[config.mk]
export PLATFORM = sky130hd
export DESIGN_NAME = pingpong_window_buf
export DESIGN_NICKNAME = d
export VERILOG_FILES = /design/src/rtl/pwb_pkg.sv /design/src/rtl/pwb_lock_ctrl.sv /design/src/rtl/pwb_tail.sv /design/src/rtl/pwb_bank_store.sv /design/src/rtl/pingpong_window_buf.sv
export SDC_FILE = /design/constraint.sdc
export NUM_CORES = 1
export LEC_CHECK = 0
export BUFFER_PORTS_ARGS = -buffer_cell sky130_fd_sc_hd__buf_2
export CAP_MARGIN = 20
export CELL_PAD_IN_SITES_DETAIL_PLACEMENT = 2
export CELL_PAD_IN_SITES_GLOBAL_PLACEMENT = 2
export CORE_AREA = 2 2 418 420
export CTS_CLUSTER_DIAMETER = 50
export CTS_CLUSTER_SIZE = 20
export DETAILED_ROUTE_END_ITERATION = 10
export DIE_AREA = 0 0 420 422
export HOLD_SLACK_MARGIN = 0.06
export MAX_ROUTING_LAYER = met4
export PLACE_DENSITY_LB_ADDON = 0.15
export SLEW_MARGIN = 10
export SYNTH_ARGS = -nofsm -noshare
export SYNTH_HDL_FRONTEND = slang
export SYNTH_HIERARCHICAL = 1
export SYNTH_SLANG_ARGS = --single-unit
[constraint.sdc]
create_clock -name clk -period 7.9 [get_ports clk]
set_input_delay 1.58 -clock clk [delete_from_list [all_inputs] [get_ports clk]]
set_output_delay 1.58 -clock clk [all_outputs]
set_load 0.02 [all_outputs]
[src/rtl/pwb_pkg.sv]
// Package: shared types for the dual-bank window buffer.
// Assumes: exactly two banks; the bank index is one bit.
package pwb_pkg;
    typedef enum logic [1:0] {
        B_FREE = 2'd0,   // owned by nobody, waiting for the producer
        B_PROD = 2'd1,   // producer is filling it
        B_FULL = 2'd2,   // filled and released, waiting for the consumer
        B_CONS = 2'd3    // consumer is reading it
    } bank_state_t;
endpackage

[src/rtl/pwb_lock_ctrl.sv]
// Module: pwb_lock_ctrl
// Keeps the per-bank ownership state, the producer and consumer turn pointers
// and the producer write count. It grants or refuses the acquire and release
// pulses of both sides.
// Assumes: acquire and release arrive as single-cycle pulses.
module pwb_lock_ctrl
    import pwb_pkg::*;
#(
    parameter int WINDOW = 32,
    localparam int CW = $clog2(WINDOW + 1),
    localparam int IW = $clog2(WINDOW)
) (
    input  logic          clk,
    input  logic          rst_n,
    input  logic          in_valid,
    input  logic          p_acq,
    input  logic          p_rel,
    input  logic          c_acq,
    input  logic          c_rel,
    output logic          in_ready,
    output logic          wr_en,
    output logic [IW-1:0] wr_idx,
    output logic          wr_bank,
    output logic          p_held,
    output logic          c_held,
    output logic          c_bank,
    output logic          p_grant
);
    bank_state_t   state_q [2];
    bank_state_t   state_d [2];
    logic          p_sel, c_sel;
    logic [CW-1:0] wcnt;
    logic          p_rel_ok, c_grant, c_rel_ok, c_turn_full;

    // Decode which requests are legal in the current ownership state
    always_comb begin
        p_held      = (state_q[p_sel] == B_PROD);
        c_held      = (state_q[c_sel] == B_CONS);
        c_turn_full = (state_q[c_sel] == B_FULL);
        p_grant     = p_acq && (state_q[p_sel] == B_FREE);
        p_rel_ok    = p_rel && p_held && (wcnt == CW'(WINDOW));
        c_grant     = c_acq && c_turn_full;
        c_rel_ok    = c_rel && c_held;
        in_ready    = p_held && (wcnt < CW'(WINDOW));
        wr_en       = in_valid && in_ready;
        wr_idx      = wcnt[IW-1:0];
        wr_bank     = p_sel;
        c_bank      = c_sel;
    end

    // Work out the next owner of each bank
    always_comb begin
        state_d = state_q;
        if (p_grant)  state_d[p_sel] = B_PROD;
        if (p_rel_ok) state_d[p_sel] = B_FULL;
        if (c_grant)  state_d[c_sel] = B_CONS;
        if (c_rel_ok) state_d[c_sel] = B_FREE;
    end

    // Register the bank states, turn pointers and write count
    always_ff @(posedge clk) begin
        if (!rst_n) begin
            state_q[0] <= B_FREE;
            state_q[1] <= B_FREE;
            p_sel      <= 1'b0;
            c_sel      <= 1'b0;
            wcnt       <= '0;
        end else begin
            state_q <= state_d;
            if (p_rel_ok) begin
                p_sel <= ~p_sel;
                wcnt  <= '0;
            end else if (wr_en) begin
                wcnt  <= wcnt + 1'b1;
            end
            if (c_rel_ok) c_sel <= ~c_sel;
        end
    end

    // no sample is taken beyond the end of the window
    a_r3_no_overflow: assert property (@(posedge clk) disable iff (!rst_n)
        wr_en |-> (wcnt < CW'(WINDOW)));
    // the producer moves on only from a completely written bank
    a_r4_full_release: assert property (@(posedge clk) disable iff (!rst_n)
        (p_sel != $past(p_sel)) |-> ($past(wcnt) == CW'(WINDOW) && $past(p_held)));
    // the consumer gains a bank only if it was released full
    a_r5_acquire_full: assert property (@(posedge clk) disable iff (!rst_n)
        (c_held && !$past(c_held)) |-> $past(c_turn_full));
    // the consumer pointer flips only when it gives up a held bank
    a_r6_cons_alternate: assert property (@(posedge clk) disable iff (!rst_n)
        (c_sel != $past(c_sel)) |-> ($past(c_held) && !c_held));
endmodule

[src/rtl/pwb_tail.sv]
// Module: pwb_tail
// Shift register that keeps the last MARGIN accepted samples. Slot 0 is the
// oldest of them and slot MARGIN-1 the newest. It starts at zero, so the
// first window gets an all-zero margin.
// Assumes: shift is asserted once for each accepted producer sample.
module pwb_tail #(
    parameter int SAMPLE_W = 16,
    parameter int MARGIN   = 3
) (
    input  logic                       clk,
    input  logic                       rst_n,
    input  logic                       shift,
    input  logic [SAMPLE_W-1:0]        din,
    output logic [MARGIN*SAMPLE_W-1:0] tail
);
    logic [MARGIN*SAMPLE_W-1:0] tail_d;

    // Pick the shifted vector; a one-slot margin just takes the new sample
    generate
        if (MARGIN == 1) begin : g_single
            always_comb tail_d = din;
        end else begin : g_multi
            always_comb tail_d = {din, tail[MARGIN*SAMPLE_W-1:SAMPLE_W]};
        end
    endgenerate

    // Register the tail of the sample stream
    always_ff @(posedge clk) begin
        if (!rst_n)     tail <= '0;
        else if (shift) tail <= tail_d;
    end
endmodule

[src/rtl/pwb_bank_store.sv]
// Module: pwb_bank_store
// Holds the two window banks and their margin slots. It maps a word address
// onto margin plus window as one index range and returns a registered wide
// read word.
// Assumes: the margin of a bank is loaded only when the producer acquires it.
module pwb_bank_store #(
    parameter int SAMPLE_W = 16,
    parameter int WINDOW   = 32,
    parameter int MARGIN   = 3,
    parameter int RD_W     = 256,
    localparam int LANES   = RD_W / SAMPLE_W,
    localparam int DEPTH   = MARGIN + WINDOW,
    localparam int WORDS   = (DEPTH + LANES - 1) / LANES,
    localparam int AW      = (WORDS > 1) ? $clog2(WORDS) : 1,
    localparam int IW      = $clog2(WINDOW),
    localparam int XW      = $clog2(WORDS * LANES) + 2
) (
    input  logic                       clk,
    input  logic                       rst_n,
    input  logic                       wr_en,
    input  logic                       wr_bank,
    input  logic [IW-1:0]              wr_idx,
    input  logic [SAMPLE_W-1:0]        wr_data,
    input  logic                       mg_load,
    input  logic                       mg_bank,
    input  logic [MARGIN*SAMPLE_W-1:0] mg_vec,
    input  logic                       rd_en,
    input  logic                       rd_valid_bank,
    input  logic                       rd_bank,
    input  logic [AW-1:0]              rd_addr,
    output logic [RD_W-1:0]            rd_data
);
    logic [SAMPLE_W-1:0] mem [2][WINDOW];
    logic [SAMPLE_W-1:0] mg  [2][MARGIN];
    logic [RD_W-1:0]     word_c;

    // Store producer samples and capture margins on acquisition
    always_ff @(posedge clk) begin
        if (wr_en) mem[wr_bank][wr_idx] <= wr_data;
        if (mg_load) begin
            for (int j = 0; j < MARGIN; j++)
                mg[mg_bank][j] <= mg_vec[j*SAMPLE_W +: SAMPLE_W];
        end
    end

    // Assemble one lane of the read word from margin, window or zero fill
    generate
        for (genvar l = 0; l < LANES; l++) begin : g_lane
            logic [XW-1:0] idx;
            always_comb begin
                idx = XW'(rd_addr) * XW'(LANES) + XW'(l);
                if (idx < XW'(MARGIN))
                    word_c[l*SAMPLE_W +: SAMPLE_W] = mg[rd_bank][idx];
                else if (idx < XW'(DEPTH))
                    word_c[l*SAMPLE_W +: SAMPLE_W] = mem[rd_bank][IW'(idx - XW'(MARGIN))];
                else
                    word_c[l*SAMPLE_W +: SAMPLE_W] = '0;
            end
        end
    endgenerate

    // Register the read word; zero when the consumer holds nothing
    always_ff @(posedge clk) begin
        if (!rst_n)     rd_data <= '0;
        else if (rd_en) rd_data <= rd_valid_bank ? word_c : '0;
    end

    // a read issued without a held bank produces zero
    a_r9_unheld_zero: assert property (@(posedge clk) disable iff (!rst_n)
        (rd_en && !rd_valid_bank) |=> (rd_data == '0));
endmodule

[src/rtl/pingpong_window_buf.sv]
// Module: pingpong_window_buf (top)
// Dual-bank window buffer with a margin of overlap samples in front of every
// window, and per-bank locks on both sides.
// Assumes: TAPS >= 2, WINDOW >= MARGIN, and RD_W is a multiple of SAMPLE_W.
module pingpong_window_buf #(
    parameter int SAMPLE_W = 16,
    parameter int WINDOW   = 32,
    parameter int TAPS     = 4,
    parameter int RD_W     = 256,
    localparam int MARGIN  = TAPS - 1,
    localparam int LANES   = RD_W / SAMPLE_W,
    localparam int WORDS   = (MARGIN + WINDOW + LANES - 1) / LANES,
    localparam int AW      = (WORDS > 1) ? $clog2(WORDS) : 1,
    localparam int IW      = $clog2(WINDOW)
) (
    input  logic                clk,
    input  logic                rst_n,
    input  logic                in_valid,
    output logic                in_ready,
    input  logic [SAMPLE_W-1:0] in_data,
    input  logic                prod_acquire,
    input  logic                prod_release,
    output logic                prod_held,
    input  logic                cons_acquire,
    input  logic                cons_release,
    output logic                cons_held,
    input  logic                rd_en,
    input  logic [AW-1:0]       rd_addr,
    output logic [RD_W-1:0]     rd_data
);
    logic                       wr_en, wr_bank, c_bank, p_grant;
    logic [IW-1:0]              wr_idx;
    logic [MARGIN*SAMPLE_W-1:0] tail;

    pwb_lock_ctrl #(.WINDOW(WINDOW)) u_lock (
        .clk(clk), .rst_n(rst_n), .in_valid(in_valid),
        .p_acq(prod_acquire), .p_rel(prod_release),
        .c_acq(cons_acquire), .c_rel(cons_release),
        .in_ready(in_ready), .wr_en(wr_en), .wr_idx(wr_idx), .wr_bank(wr_bank),
        .p_held(prod_held), .c_held(cons_held), .c_bank(c_bank), .p_grant(p_grant)
    );

    pwb_tail #(.SAMPLE_W(SAMPLE_W), .MARGIN(MARGIN)) u_tail (
        .clk(clk), .rst_n(rst_n), .shift(wr_en), .din(in_data), .tail(tail)
    );

    pwb_bank_store #(.SAMPLE_W(SAMPLE_W), .WINDOW(WINDOW), .MARGIN(MARGIN),
                     .RD_W(RD_W)) u_store (
        .clk(clk), .rst_n(rst_n),
        .wr_en(wr_en), .wr_bank(wr_bank), .wr_idx(wr_idx), .wr_data(in_data),
        .mg_load(p_grant), .mg_bank(wr_bank), .mg_vec(tail),
        .rd_en(rd_en), .rd_valid_bank(cons_held), .rd_bank(c_bank),
        .rd_addr(rd_addr), .rd_data(rd_data)
    );

    // producer and consumer never own the same bank at once
    a_r10_exclusive: assert property (@(posedge clk) disable iff (!rst_n)
        !(prod_held && cons_held && (wr_bank == c_bank)));
    // the producer gains ownership only through a granted acquire
    a_r2_grant_only: assert property (@(posedge clk) disable iff (!rst_n)
        (prod_held && !$past(prod_held)) |-> $past(prod_acquire));
endmodule

==> results list, run 1 <==
- Status: complete, no violations
- Number of sinks handled by clock tree synthesis: ~1.4k
- Capturing element type of the critical path: register
* Max Clk Rate: 221 MHz
- Clock latency on the worst-skew pair, taken at its later pin, is 0.81 ns.
* Path category of the worst min-delay check: register to register
- Synthesis produced a netlist with a net count of 2579.
* Async set-or-reset flop fraction in the synthesized netlist: 0%
- Synth unique cells: 42
- Pleak: between 0.02 and 0.025 uW
- The count of buffers added on input and output ports is 284.
- Chip height: 422 um
- For this run, design rule violations remaining after detail routing come to 0.
- H-Tree Level Count: 4
- Wires add up to 142 mm.
- Final sum of negative setup slack: 0 ns
- Clock-pin slew was measured on the worst setup and hold paths at around 0.060 ns.
* Post-Syn Instances: 2551
- Max incr delay on CP: around 1.1 ns
- At the worst endpoint, the required time is 8.31 ns.
- TritonCTS built the clock tree.
- In this run, CTS created clock tree buffers numbering between 150 and 200.
- Clock skew on the completed layout was measured at 0.0538 ns.
- In this run the count of I/O pins placed on the die edge is between 200 and 300.
- Once the clock tree was built, the resizer swapped 0 gates to a different size.
- Drt first-iter violations: 1514
- Setup repair after global routing left no endpoint under its margin.
- The cell sitting at the root of the clock tree is a sky130_fd_sc_hd__clkbuf_16.
- Relative to the synthesized area, the layout overhead comes to 18.9%.
- Total Power: between 15000 and 20000 uW
- Across the run, the number of max-cap violations was 0.
* Most common flop cell mapped by yosys: sky130_fd_sc_hd__edfxtp_1
- Drt pass-1 iters: 5
- Dividing the detail-routed via count by the number of cells gives between 4 and 5.
- Category of the worst setup path launch point: register
- In the final routed layout, each cell accounts on average for 26.5 um.
- CTS hold repair buffers: 0
- Worst slew pin tran: 1.18 ns
- Each instance of the synthesized netlist takes up on average 20.2 sq um.
- Number of antenna violations at the first check in global routing: 12
- The count of pins over their slew limit came to 0.
* Setup violation total in the final timing report: 0
- Summing all flip-flop and latch instances after layout gives 0.0400 sq mm.
- Global placer's final weighted congestion: 0.717
- Die outline area: 0.177 sq mm
- Summing the sequential cell areas from Yosys gives between 70 and 80% of the chip area.
- Worst supply voltage drop on vdd: 0.224 mV
- Hold is met by 0.457 ns.
- Together, buffers and inverters on the worst path number 1.
- Wire length of the first global-routing pass: 205 mm
- Number of fillers in the final layout: around 17k
* Ordered cell list for the critical path: nand3b_1, a21oi_4, buf_4, nand3_1, nor2_2
- Entering global routing, the biggest net connects 209 pins.
* Number of nets in the layout: 2934
* Number of flops mapped to enable cells by yosys: ~1.1k
* Count of non-filler cells in the finished layout: 5371
- The floorplan step defined a core boundary enclosing 0.173 sq mm.
- Global routing finished with a remaining overflow of 0.
* Tcrit/Tclk final: 57.2%
* CP max stage cell: sky130_fd_sc_hd__nor2_2
* Critical path type: register to register
- The worst path in the final design needs a cycle of 4.52 ns, including I/O delays and setup.
- Once the clock tree was built, the setup fixing pass inserted 0 buffers.
- Summing all multi-input logic gate instances after layout gives 0.0106 sq mm.
- Dpl hpwl: 81.3 mm
- Power density relative to cell area: about 270 mW/mm^2
- Overall die width: 420 um
- Highest fanout seen on the critical path: 54
- Initial Util: 29.8%
* Worst max-slew margin expressed relative to the limit: 21.5%
- In this run the cell area of the synthesized design comes to 0.0514 sq mm.
- Row generation in the floorplan step produced approximately 150 rows.
- In this run, placement finished with an instance count of roughly 5k.
* Layout cells sized above 1: 28.9%
- The via count of the first global-routing pass was 28.1k.
- Number of nets with antenna violations after detailed routing: 0
- The synthesized design contains roughly 1.4k register bits.
- Number of synthesis warnings: 6
- The routed layout has 25.5k vias.
- Category of cells accounting for the largest share of critical-path delay: simple AND/OR/NAND/NOR gates
* Number of buffers on the longest clock path: 3
- Total track usage: approximately 17%
* Arrival time of the worst setup path: 4.93 ns
- The number of hold violations in the final report came to 0.
## logic make-up after synthesis
group                      Yosys count  share of synthesized area, %
and+or+nand+nor                    220                          2.03
AOI/OAI and AO/OA                  324                          5.45
buffers and inverters              165                          1.87
muxes                              401                          12.9
xor gates and xnor gates             3                        0.0511
adders and majority gates            2                        0.0486
DFF                               1436                          77.7
## state kept, by name, summed over array words and instances (netlist names)
register / count
u_lock/wcnt: 6
u_lock/state_q: 4
u_store/rd_data: 256
u_lock/wr_bank: 1
u_store/mg: 96
u_tail/tail: 48
u_store/mem: 1024
u_lock/c_bank: 1
## final cells by class
| type | count | share of cell area, % |
|---|---|---|
| Clock inverter | 119 | 2.36 |
| Sequential cell | 1436 | 65.4 |
| Tap cell | 2325 | 4.76 |
| Antenna cell | 5 | 0.0205 |
| Multi-Input combinational cell | 950 | 17.4 |
| Timing Repair Buffer | 357 | 3.42 |
| Clock buffer | 173 | 6.70 |
| Inverter | 6 | 0.0368 |
## cells in the final DEF, fill, tap and decap left out, types with 12 or more instances in the layout
| cell | instances |
|---|---|
| sky130_fd_sc_hd__a22o_1 | 208 |
| sky130_fd_sc_hd__buf_4 | 76 |
| sky130_fd_sc_hd__mux2i_1 | 193 |
| sky130_fd_sc_hd__nor2_1 | 57 |
| sky130_fd_sc_hd__clkinv_8 | 14 |
| sky130_fd_sc_hd__clkinv_2 | 12 |
| sky130_fd_sc_hd__nor2b_1 | 52 |
| sky130_fd_sc_hd__clkinvlp_4 | 16 |
| sky130_fd_sc_hd__o22a_1 | 48 |
| sky130_fd_sc_hd__clkbuf_16 | 160 |
| sky130_fd_sc_hd__inv_8 | 21 |
| sky130_fd_sc_hd__dfxtp_1 | 315 |
| sky130_fd_sc_hd__nor2_2 | 20 |
| sky130_fd_sc_hd__nand2_1 | 58 |
| sky130_fd_sc_hd__buf_2 | 272 |
| sky130_fd_sc_hd__o221ai_1 | 48 |
| sky130_fd_sc_hd__mux4_2 | 208 |
| sky130_fd_sc_hd__inv_6 | 26 |
| sky130_fd_sc_hd__edfxtp_1 | 1120 |
## worst paths after layout
check / from / to / slack, ns / cells past startpoint
setup / recovery: u_lock/wr_bank$_SDFFE_PN0N_ / u_store/mem[1][115]$_DFFE_PP_ / 3.38 / 5
hold / removal: u_tail/tail[12]$_SDFFE_PN0P_ / u_store/mg[1][44]$_DFFE_PP_ / 0.46 / 0
setup reg to reg: u_lock/wr_bank$_SDFFE_PN0N_ / u_store/mem[1][115]$_DFFE_PP_ / 3.38 / 5
hold reg to reg: u_tail/tail[12]$_SDFFE_PN0P_ / u_store/mg[1][44]$_DFFE_PP_ / 0.46 / 0
## stage by stage
stage	setup slack [ns]	utilization, %	cell area, sq um
floorplan	3.57	-	51400
finish	3.38	35.4	61100
CTS	2.95	35.3	61100
detailed placement	2.26	32.1	55600
global placement	2.43	32.1	55600
global route	3.12	35.4	61100
## synthesized netlist by cell type (4+ instances only)
library cell               instances  area (sq um)
sky130_fd_sc_hd__nand3_1          10          50.1
sky130_fd_sc_hd__mux2i_1         193          1930
sky130_fd_sc_hd__nor2_1           77           289
sky130_fd_sc_hd__nand3b_1          4          30.0
sky130_fd_sc_hd__a22o_1          208          1820
sky130_fd_sc_hd__inv_1             6          22.5
sky130_fd_sc_hd__dfxtp_1         316          6330
sky130_fd_sc_hd__a21oi_1           8          40.0
sky130_fd_sc_hd__buf_2            44           220
sky130_fd_sc_hd__edfxtp_1       1120         33600
sky130_fd_sc_hd__nand2_1          58           218
sky130_fd_sc_hd__buf_4            24           180
sky130_fd_sc_hd__buf_6            20           225
sky130_fd_sc_hd__o221ai_1         48           420
sky130_fd_sc_hd__clkbuf_1         65           244
sky130_fd_sc_hd__o22a_1           48           420
sky130_fd_sc_hd__mux4_2          208          4680
sky130_fd_sc_hd__nor2b_1          55           344
## power breakdown
group / total [uW] / leakage, uW / internal [uW] / switching [uW]
Sequential: 8160 / 0.0127 / 8150 / 12.1
Clock: 7710 / 0.00267 / 4270 / 3440
Combinational: 334 / 0.00468 / 78.1 / 255
## worst register-to-register path, stage by stage (launching register included)
cell                       delay, ns
sky130_fd_sc_hd__dfxtp_1        0.70
sky130_fd_sc_hd__nand3b_1       0.38
sky130_fd_sc_hd__a21oi_4        0.24
sky130_fd_sc_hd__buf_4          0.75
sky130_fd_sc_hd__nand3_1        0.97
sky130_fd_sc_hd__nor2_2         1.09
## metal layers
| layer | track usage, % | vias to the layer above | wire, um |
|---|---|---|---|
| met2 | 27.9 | 468 | 72800 |
| met4 | 4.70 | 0 | 3430 |
| met5 | - | - | 0 |
| met3 | 2.67 | 182 | 4790 |
| li1 | - | 11136 | - |
| met1 | 20.4 | 13676 | 61200 |
(Power assumes the default switching activity.)
==> run 2, diff against run 1 <==
==> constraint.sdc (replaced) <==
create_clock -name clk -period 3.95 [get_ports clk]
set_input_delay 0.79 -clock clk [delete_from_list [all_inputs] [get_ports clk]]
set_output_delay 0.79 -clock clk [all_outputs]
set_load 0.02 [all_outputs]
==> results list, run 2 (same netlist as run 1, synthesis figures left out) <==
* Status: complete, no violations
- At the later pin of the worst-skew pair, clock insertion delay measures 0.79 ns.
* Capturing element type of the critical path: output pin
- Startpoint of the most critical hold path: cons_acquire
- Total setup buffers inserted after CTS: 0
- Between clock sinks in the finished design, the worst skew comes to roughly 0.042 ns.
- TritonCTS built the clock tree.
* Count of buffers inserted at the top-level ports: about 280
* Register area: about 0.04 sq mm
* Biggest regs: u_store/mem: 1024 flops, u_store/rd_data: 256 flops, u_store/mg: 96 flops
* Total number of vias: 25.7k
* Number of buffers created by CTS: 154
- Wire per inst: approximately 27 um
* CTS hold repair buffers: 0
- For this run, the total global-route usage over all layers was measured as 16.8%.
* Worst slew pin tran: 1.13 ns
* Reg-to-Reg Start: u_lock/state_q[2]$_SDFF_PN0_
- u_store/mem holds more flip-flops than any other register.
- Final sum of negative setup slack: 0 ns
- Overflow left after global routing: 0
- The tree is rooted in a sky130_fd_sc_hd__clkbuf_16.
- After the first detailed-routing iteration, the DRC count stood at approximately 1.5k.
- The internal power of the cells totals 24800 uW.
- Number of nets with antenna violations after detailed routing: 0
- Initial Util: 29.8%
- The via count of the first global-routing pass is 28.1k.
* Area growth syn-to-layout: 19.0%
- The analysis attributes to cell leakage a power of 0.0201 uW.
- Clock-pin slew was measured on the worst setup and hold paths at 0.06 ns.
- Sequential cells burn 50.9% of the power.
- The path class of the tightest hold or removal check is input port to register.
- Setup repair after global routing left no endpoint under its margin.
- The tool flagged a number of max-cap violations equal to 0.
* Required time reported for the critical path endpoint: 3.16 ns
* Commonest non-fill, non-tap cells in the layout: sky130_fd_sc_hd__edfxtp_1 (1120), sky130_fd_sc_hd__dfxtp_1 (315), sky130_fd_sc_hd__buf_2 (272)
* Combinational power share: 2.2%
* Number of nets in the layout: 2961
* Category of the worst setup path launch point: register
- Drt pass-1 iters: 5
- Worst setup path start: u_lock/state_q[2]$_SDFF_PN0_
- After layout, the worst path uses between 70% and 80% of the clock period.
- The floorplan step set the die width to 420 um.
- For this design the ratio of total power to cell area is 523 mW/mm^2.
* Highest fanout seen on the critical path: 6
- Period minus WS final: 3.14 ns
* Switching power total: 7200 uW
- For this run, design rule violations remaining after detail routing come to 0.
- Boundary pin count: 285
* Max Clk Rate: 318 MHz
* Worst supply voltage drop on vdd: 0.410 mV
- The library cell used most frequently in the layout, excluding fill and tap cells, is sky130_fd_sc_hd__edfxtp_1.
* Drt total wl: ~140 mm
- Maximum number of pins on one net before global-route repair: 143
* Post-Route Utilization: ~35%
- In this run the core area contains 153 standard-cell rows.
- The count of pins over their slew limit was 0.
- Routability-driven placement finished with a final weighted congestion of 0.729.
- Dpl hpwl: 84.7 mm
* H-Tree Level Count: 4
- In this run the tightest slew margin relative to its limit is 24.6%.
- Data arrives at the worst endpoint at roughly 2.4 ns.
- The clock passes through at most 3 buffers.
- Multi-input gate area: 0.0106 sq mm
- Number of fillers in the final layout: 16.8k
- Chip height: 422 um
* Power share of the clock group: 46.9%
- The register with the most flip-flops in the layout has roughly 1k of them.
- Number of antenna violations at the first check in global routing: 15
- Of the cells placed in the final design, the portion with a size suffix greater than 1 is between 20 and 30%.
* Critical path type: register to output pin
- Wire length of the first global-routing pass: ~210 mm
- Hold Vio Cnt, Final: 0
- Number of gates resized after CTS: 0
- In the routed layout, each cell is associated on average with a via count of between 4 and 5.
- Area of the core: ~0.17 sq mm
* Number of sinks handled by clock tree synthesis: roughly 1.4k
- Switching part of the total: 22.5%
- The floorplan step defined a die boundary enclosing roughly 0.18 sq mm.
* Setup violation total in the final timing report: 0
run 2: cell count changes in the layout (fill, tap and decap cells not counted), moves of 6 or more:
cell / change
sky130_fd_sc_hd__buf_12: +6
sky130_fd_sc_hd__buf_4: +25
sky130_fd_sc_hd__clkbuf_1: +11
sky130_fd_sc_hd__clkinv_1: +6
sky130_fd_sc_hd__clkinv_4: +9
sky130_fd_sc_hd__inv_8: -9
run 2: critical path, cell delays in order, from the launching register on:
cell                      delay, ns
sky130_fd_sc_hd__dfxtp_1       0.41
sky130_fd_sc_hd__or3b_1        0.51
sky130_fd_sc_hd__a21oi_1       0.41
sky130_fd_sc_hd__buf_2         0.25
run 2: path summary, 6_finish.rpt:
| kind | cells after the start | slack [ns] | endpoint |
|---|---|---|---|
| worst min-delay path | 3 | 0.32 | u_lock/state_q[2]$_SDFF_PN0_ |
| worst max register to register | 6 | 0.94 | u_store/mem[0][208]$_DFFE_PP_ |
| worst max-delay path | 3 | 0.81 | in_ready |
| worst min register to register | 0 | 0.46 | u_store/mg[1][33]$_DFFE_PP_ |
run 2: stage by stage:
step                hold WS [ns]  std cells  total power (uW)  setup WS (ns)  instance area, sq um
CTS                        0.244       5391             32600          0.597                 61200
global route               0.278       5392             33100          0.598                 61200
finish                     0.316       5400             32000          0.806                 61200
detailed placement         0.440       5102             17400          0.845                 55900
global placement           0.439       5102             17400          0.967                 55900
floorplan                  0.425       2551             16900          0.407                 51400
run 2: layout make-up:
cell class | count | area share, %
Inverter | 6 | 0.0368
Clock buffer | 178 | 6.58
Tap cell | 2325 | 4.75
Timing Repair Buffer | 385 | 3.85
Multi-Input combinational cell | 950 | 17.3
Sequential cell | 1436 | 65.3
Clock inverter | 111 | 2.15
Antenna cell | 9 | 0.0368
run 2: power groups by stage:
| stage | Sequential [uW] | Combinational [uW] | Clock (uW) |
|---|---|---|---|
| after floorplan | 16600 | 277 | 0 |
| after global placement | 16600 | 707 | 0 |
| after detailed placement | 16700 | 739 | 0 |
| after CTS | 16300 | 737 | 15500 |
| after global routing | 16300 | 756 | 16100 |
| final | 16300 | 695 | 15000 |
run 2: layer usage:
| metal | part of all wire (%) | global-route usage (%) |
|---|---|---|
| met1 | 42 | 20.7 |
| met2 | 51 | 28.1 |
| met3 | 3.8 | 2.72 |
| met4 | 3.0 | 5.44 |
| met5 | 0 | - |
